File: config.mk
export PLATFORM = sky130hd
export DESIGN_NAME = jrc_tap_top
export DESIGN_NICKNAME = d
export VERILOG_FILES = /design/src/rtl/jrc_pkg.sv /design/src/rtl/jrc_fsm.sv /design/src/rtl/jrc_ir.sv /design/src/rtl/jrc_dr.sv /design/src/rtl/jrc_tap_top.sv
export SDC_FILE = /design/constraint.sdc
export NUM_CORES = 1
export LEC_CHECK = 0
export BUFFER_PORTS_ARGS = -buffer_cell sky130_fd_sc_hd__buf_2
export CAP_MARGIN = 10
export CORE_MARGIN = 1.5
export CORE_UTILIZATION = 30
export DETAILED_ROUTE_END_ITERATION = 12
export PLACE_DENSITY_LB_ADDON = 0.2
export SYNTH_ARGS = -nofsm -noshare
export SYNTH_HDL_FRONTEND = slang
export SYNTH_SLANG_ARGS = --single-unit
File: constraint.sdc
create_clock -name tck -period 2.5 [get_ports tck]
set_input_delay 0.25 -clock tck [delete_from_list [all_inputs] [get_ports tck]]
set_output_delay 0.25 -clock tck [all_outputs]
set_load 0.01 [all_outputs]
File: src/rtl/jrc_pkg.sv
// Shared types and constants for the chip-level TAP with run control.
// Assumes a 4-bit instruction register and data registers no wider than DR_MAX.
package jrc_pkg;
    typedef enum logic [3:0] {
        ST_TLR, ST_IDLE,
        ST_SEL_DR, ST_CAP_DR, ST_SH_DR, ST_EX1_DR, ST_PAU_DR, ST_EX2_DR, ST_UPD_DR,
        ST_SEL_IR, ST_CAP_IR, ST_SH_IR, ST_EX1_IR, ST_PAU_IR, ST_EX2_IR, ST_UPD_IR
    } tap_state_e;

    localparam int IR_W   = 4;
    localparam int DR_MAX = 32;
    localparam int REQ_W  = 2;
    localparam int STAT_W = 2;
    localparam int NET_W  = 5;

    localparam logic [IR_W-1:0]   OP_IDCODE  = 4'h1;
    localparam logic [IR_W-1:0]   OP_REQ     = 4'h4;
    localparam logic [IR_W-1:0]   OP_STAT    = 4'h5;
    localparam logic [IR_W-1:0]   OP_NET     = 4'h6;
    localparam logic [IR_W-1:0]   OP_BYPASS  = 4'hF;
    localparam logic [IR_W-1:0]   IR_CAPTURE = 4'b0001;
    localparam logic [DR_MAX-1:0] ID_VALUE   = 32'h0E681013;
endpackage

File: src/rtl/jrc_fsm.sv
// TAP state machine: 16 states, steered by tms on rising tck.
// Assumes trst_n is a synchronous active-low reset that forces Test-Logic-Reset.
module jrc_fsm
    import jrc_pkg::*;
(
    input  logic       tck,
    input  logic       trst_n,
    input  logic       tms,
    output tap_state_e state
);
    tap_state_e nxt;

    // Next-state decode of the standard TAP graph.
    always_comb begin
        case (state)
            ST_TLR:    nxt = tms ? ST_TLR    : ST_IDLE;
            ST_IDLE:   nxt = tms ? ST_SEL_DR : ST_IDLE;
            ST_SEL_DR: nxt = tms ? ST_SEL_IR : ST_CAP_DR;
            ST_CAP_DR: nxt = tms ? ST_EX1_DR : ST_SH_DR;
            ST_SH_DR:  nxt = tms ? ST_EX1_DR : ST_SH_DR;
            ST_EX1_DR: nxt = tms ? ST_UPD_DR : ST_PAU_DR;
            ST_PAU_DR: nxt = tms ? ST_EX2_DR : ST_PAU_DR;
            ST_EX2_DR: nxt = tms ? ST_UPD_DR : ST_SH_DR;
            ST_UPD_DR: nxt = tms ? ST_SEL_DR : ST_IDLE;
            ST_SEL_IR: nxt = tms ? ST_TLR    : ST_CAP_IR;
            ST_CAP_IR: nxt = tms ? ST_EX1_IR : ST_SH_IR;
            ST_SH_IR:  nxt = tms ? ST_EX1_IR : ST_SH_IR;
            ST_EX1_IR: nxt = tms ? ST_UPD_IR : ST_PAU_IR;
            ST_PAU_IR: nxt = tms ? ST_EX2_IR : ST_PAU_IR;
            ST_EX2_IR: nxt = tms ? ST_UPD_IR : ST_SH_IR;
            ST_UPD_IR: nxt = tms ? ST_SEL_DR : ST_IDLE;
            default:   nxt = ST_TLR;
        endcase
    end

    // State register with synchronous test reset.
    always_ff @(posedge tck) begin
        if (!trst_n) state <= ST_TLR;
        else         state <= nxt;
    end


    trst_to_tlr_chk: assert property (@(posedge tck) !trst_n |=> state == ST_TLR);

    tms_hold_tlr_chk: assert property (@(posedge tck) disable iff (!trst_n)
        (state == ST_TLR && tms) |=> state == ST_TLR);
endmodule

File: src/rtl/jrc_ir.sv
// Instruction register: captures a fixed pattern, shifts LSB first, and applies
// the new opcode on leaving Update-IR. Assumes tap state from jrc_fsm.
module jrc_ir
    import jrc_pkg::*;
(
    input  logic            tck,
    input  logic            trst_n,
    input  logic            tdi,
    input  tap_state_e      state,
    output logic [IR_W-1:0] ir,
    output logic            ir_so
);
    logic [IR_W-1:0] sr;

    // Capture and shift path of the instruction register.
    always_ff @(posedge tck) begin
        if (!trst_n)                sr <= IR_CAPTURE;
        else if (state == ST_CAP_IR) sr <= IR_CAPTURE;
        else if (state == ST_SH_IR)  sr <= {tdi, sr[IR_W-1:1]};
    end

    // Active instruction, loaded only in Update-IR, reset to the ID opcode.
    always_ff @(posedge tck) begin
        if (!trst_n || state == ST_TLR) ir <= OP_IDCODE;
        else if (state == ST_UPD_IR)    ir <= sr;
    end

    assign ir_so = sr[0];


    ir_update_only_chk: assert property (@(posedge tck) disable iff (!trst_n)
        !$stable(ir) |-> ($past(state) == ST_UPD_IR || $past(state) == ST_TLR));
endmodule

File: src/rtl/jrc_dr.sv
// Data register bank: one shared shift path whose length and capture value
// follow the opcode, plus the request register and sticky status bits.
// Assumes core_probe_rdy and the status inputs are synchronous to tck.
module jrc_dr
    import jrc_pkg::*;
(
    input  logic            tck,
    input  logic            trst_n,
    input  logic            tdi,
    input  tap_state_e      state,
    input  logic [IR_W-1:0] ir,
    input  logic            core_probe_rdy,
    input  logic [NET_W-1:0] net_in,
    output logic            probe_req,
    output logic            reset_break,
    output logic            dr_so
);
    localparam int LW = $clog2(DR_MAX + 1);

    logic [DR_MAX-1:0] sr, cap_val, shifted, sh_next;
    logic [LW-1:0]     len;
    logic [STAT_W-1:0] seen;
    logic              upd_stat;

    // Selected register: capture value and shift length.
    always_comb begin
        case (ir)
            OP_IDCODE: begin cap_val = ID_VALUE;                       len = LW'(DR_MAX); end
            OP_REQ:    begin cap_val = DR_MAX'({reset_break, probe_req}); len = LW'(REQ_W); end
            OP_STAT:   begin cap_val = DR_MAX'(seen);                   len = LW'(STAT_W); end
            OP_NET:    begin cap_val = DR_MAX'(net_in);                 len = LW'(NET_W); end
            default:   begin cap_val = '0;                              len = LW'(1); end
        endcase
    end

    // Shift step: tdi enters at the top bit of the selected length.
    always_comb begin
        shifted = {1'b0, sr[DR_MAX-1:1]};
        for (int i = 0; i < DR_MAX; i++)
            sh_next[i] = (i == int'(len) - 1) ? tdi : shifted[i];
    end

    // Shared data shift register.
    always_ff @(posedge tck) begin
        if (!trst_n)                 sr <= '0;
        else if (state == ST_CAP_DR) sr <= cap_val;
        else if (state == ST_SH_DR)  sr <= sh_next;
    end

    // Request register, written only on leaving Update-DR.
    always_ff @(posedge tck) begin
        if (!trst_n || state == ST_TLR) {reset_break, probe_req} <= '0;
        else if (state == ST_UPD_DR && ir == OP_REQ) {reset_break, probe_req} <= sr[REQ_W-1:0];
    end

    assign upd_stat = (state == ST_UPD_DR) && (ir == OP_STAT);

    // Sticky status bits: set wins over write-one clear; TAP reset clears.
    always_ff @(posedge tck) begin
        if (!trst_n || state == ST_TLR) seen <= '0;
        else seen <= (upd_stat ? (seen & ~sr[STAT_W-1:0]) : seen) | {core_probe_rdy, probe_req};
    end

    assign dr_so = sr[0];


    req_update_only_chk: assert property (@(posedge tck) disable iff (!trst_n)
        !$stable({reset_break, probe_req}) |-> ($past(state) == ST_UPD_DR || $past(state) == ST_TLR));

    rdy_caught_chk: assert property (@(posedge tck) disable iff (!trst_n)
        (core_probe_rdy && state != ST_TLR) |=> seen[1]);

    req_caught_chk: assert property (@(posedge tck) disable iff (!trst_n)
        (probe_req && state != ST_TLR) |=> seen[0]);

    tlr_clears_chk: assert property (@(posedge tck) disable iff (!trst_n)
        (state == ST_TLR) |=> (seen == '0 && !probe_req && !reset_break));
endmodule

File: src/rtl/jrc_tap_top.sv
// Chip-level TAP top: state machine, instruction register, data register bank
// and the falling-edge TDO stage. Assumes all inputs are synchronous to tck.
module jrc_tap_top
    import jrc_pkg::*;
(
    input  logic tck,
    input  logic trst_n,
    input  logic tms,
    input  logic tdi,
    output logic tdo,
    output logic tdo_en,
    input  logic core_probe_rdy,
    input  logic core_tap_linked,
    input  logic pwr_s0_ok,
    input  logic pwr_s3_ok,
    input  logic pwr_s5_ok,
    input  logic dbg_valid,
    output logic probe_req,
    output logic reset_break
);
    tap_state_e      state;
    logic [IR_W-1:0] ir;
    logic            ir_so, dr_so;

    jrc_fsm u_fsm (.tck(tck), .trst_n(trst_n), .tms(tms), .state(state));

    jrc_ir u_ir (.tck(tck), .trst_n(trst_n), .tdi(tdi), .state(state), .ir(ir), .ir_so(ir_so));

    jrc_dr u_dr (
        .tck(tck), .trst_n(trst_n), .tdi(tdi), .state(state), .ir(ir),
        .core_probe_rdy(core_probe_rdy),
        .net_in({dbg_valid, pwr_s5_ok, pwr_s3_ok, pwr_s0_ok, core_tap_linked}),
        .probe_req(probe_req), .reset_break(reset_break), .dr_so(dr_so)
    );

    // Output stage on falling tck: drive data only in a shift state.
    always_ff @(negedge tck) begin
        if (!trst_n) begin
            tdo    <= 1'b0;
            tdo_en <= 1'b0;
        end else begin
            tdo_en <= (state == ST_SH_DR) || (state == ST_SH_IR);
            tdo    <= (state == ST_SH_IR) ? ir_so : ((state == ST_SH_DR) ? dr_so : 1'b0);
        end
    end


    tdo_quiet_chk: assert property (@(posedge tck) disable iff (!trst_n) !tdo_en |-> !tdo);
endmodule

==> results_dict.tcl <==
set metrics [dict create \
    leakage_nw 1.00 \
    cp_slowest_cell "dfxtp_1" \
    critPathMaxFanout 4 \
    setup_viol 0 \
    drtAntennaViolNets 0 \
    htree_levels 2 \
    post-cts-setup-buffers 0 \
    routabilityCongestion 0.787 \
    drt-pass1-iter-count 4 \
    end_kind "flop" \
    crit_end "tdo" \
    drt_iter0_drc 141 \
    clk_pin_slew_ns 0.09 \
    grt_pass1_vias 1716 \
    row_count 31 \
    post_cts_resize_count 0 \
    hold_viol 0 \
    clockBufferDepth 2 \
    dp_hpwl_mm 3.65 \
    syn_inst 270 \
    status "completed" \
    drc_errors 0 \
    cp-start-kind "flop" \
    initial_core_util 0.310 \
    portBuffers 13 \
    synthFlopType "dfxtp_1" \
    diodes 0 \
    avgSynthCellArea_um2 8.38 \
    cts-root-buf "clkbuf_8" \
    drive_gt1_frac 0.180 \
    finalSetupTns_ns 0 \
    tritoncts "yes" \
    max-slew-margin-rel 0.578 \
    fin_skew_ns 0.0550 \
    place_inst 379 \
    grt-ovfl-total 0 \
    fill_cells 807 \
    reg2reg_depth 5 \
    cts.sinks 50 \
    hold_path_class "primary input to flop" \
    cap_violations 0 \
    die-width_um 89.8 \
    coreArea_um2 7290 \
    cts_buffers 5 \
    rrSetupSlack_ns 0.22 \
    timing.rr.end "tdo" \
    synth_edf_count 0 \
    worstPathArrival_ns 1.32 \
    hold_buffers 0 \
    max_slew.worst_pin.slew_ns 0.629 \
    rsz0062_at_grt "false" \
    synth_nets 281 \
    slew_violations 0 \
    routedWlPerCell_um 13.0 \
    io-pin-count 14 \
    r2r-start "u_fsm.state[3]" \
    crit_chain "nor2b_1 > nand3_1 > inv_1 > a22oi_1 > nor2_1" \
    synth_warnings 0 \
    worstPathRequired_ns 1.54 \
    finalWirelength_mm 5.05 \
    grt_max_degree 21 \
    mappedNetlistArea_um2 2260 \
    holdWs_ns 0.156 \
    startpoint "u_fsm.state[3]" \
    synthToLayoutAreaGrowth_pct 15.9 \
    die_h_um 89.8 \
    vias 1920 \
    ys_types 51 \
    irDropWorstVdd_v 0.000242 \
    critical_path_class "flop to flop" \
    final_nets 299 \
    cp_slowest_stage_delay_ns 0.37 \
    async_flop_share 0 \
    seq_area_frac_synth 0.442 \
    die_area_um2 8070 \
    instances_no_fill 388 \
    powerDensity_nw_per_um2 574 \
    p_total_mw 1.50 \
    antenna_found_initial 0 \
    via_per_inst 4.95 \
    grt_pass1_wl_mm 8.56 \
    ys_seq_elements 50 \
    final_core_util 0.359 \
    grt_usage 0.131 \
    clk_latency_ns 0.35 \
]
## report_power, final
part           internal [mW]  switching [mW]  total [mW]
combinational         0.0470          0.0722       0.119
clock                  0.288           0.274       0.562
sequential             0.810          0.0135       0.823
## routing by layer
metal | GRT usage | wire length (um) | up-vias
li1 | - | - | 982
met1 | 0.178 | 2500 | 904
met2 | 0.207 | 2320 | 27
met3 | 0.0262 | 145 | 7
met4 | 0.0476 | 86 | 0
met5 | 0 | 0 | -
## placed cells by master (no fill, tap or decap), types with 3 or more instances in the layout
master	Yosys	layout
dfxtp_1	50	50
buf_2	9	13
nor2b_1	4	4
clkbuf_8	0	6
mux2i_1	11	11
o21ai_0	13	13
nand2_1	52	52
nor2_1	20	20
a22oi_1	3	3
a21oi_1	27	26
a31oi_1	7	7
nand3_1	6	6
buf_4	0	17
a22o_1	6	6
inv_1	7	8
## worst max-delay path: cells and delay by family, from the launching register on
family / cells / cell delay, ns
AND/OR/NAND/NOR: 3 / 0.42
flip-flops: 1 / 0.37
buffers and inverters: 1 / 0.15
AO/OA/AOI/OAI: 1 / 0.08
## sequential cells by signal, indices dropped and copies added (netlist names)
| register | flops |
|---|---|
| tdo | 1 |
| tdo_en | 1 |
| u_dr.probe_req | 1 |
| u_dr.reset_break | 1 |
| u_dr.seen | 2 |
| u_dr.sr | 32 |
| u_fsm.state | 4 |
| u_ir.ir | 4 |
| u_ir.sr | 4 |
## worst min-delay path by stage
stage,start,to,slack [ns],cells after the start
floorplan,core_probe_rdy,u_dr.seen[1],0.37,2
global placement,u_dr.sr[17],u_dr.sr[17],0.44,2
detailed placement,u_dr.sr[9],u_dr.sr[8],0.44,2
CTS,core_probe_rdy,u_dr.seen[1],0.15,3
global route,core_probe_rdy,u_dr.seen[1],0.15,3
finish,core_probe_rdy,u_dr.seen[1],0.16,3
## cell type report
type                       instances  area, um^2  share of cell area
clock buffer                       7         108              0.0411
clock inverter                     3        12.5             0.00477
inverter                           7        26.3              0.0100
multi-input combinational        192        1160               0.442
sequential                        50        1000               0.382
tap                               99         124              0.0473
timing repair buffer              30         193              0.0735
## kinds of logic after synthesis
family | after synthesis | share of synthesized area
and+or+nand+nor | 104 | 0.223
AOI/OAI and AO/OA | 73 | 0.208
DFF | 50 | 0.442
buffers and inverters | 28 | 0.0553
muxes | 14 | 0.0653
adders and majority gates | 1 | 0.00553
## per-stage QoR
| stage | worst slack [ns] | area (um^2) |
|---|---|---|
| 2_1_floorplan | -0.0715 | 2300 |
| 3_3_place_gp | 0.228 | 2500 |
| 3_5_place_dp | 0.173 | 2500 |
| 4_1_cts | 0.194 | 2620 |
| 5_1_grt | 0.0770 | 2620 |
| 6_report | 0.219 | 2620 |
## synthesized netlist by cell type, types with 2 or more instances
master    number  share of area
and2b_1        2         0.0066
clkbuf_1       8          0.013
inv_1          7          0.012
a211o_1        2         0.0077
or2_2          2         0.0055
nand3_1        6          0.013
buf_2          9          0.020
nor2_1        20          0.033
nand3b_1       2         0.0066
nand2b_1       3         0.0083
a222oi_1       2         0.0088
nand2_1       52          0.086
a31oi_1        7          0.019
a22oi_1        3          0.010
mux2_2         2          0.010
nor2b_1        4          0.011
dfxtp_1       50           0.44
o221ai_1       2         0.0077
mux2i_1       11          0.049
nand4_1        2         0.0055
a21oi_1       27          0.060
a22o_1         6          0.023
o21ai_0       13          0.029
(Power assumes the default switching activity.)
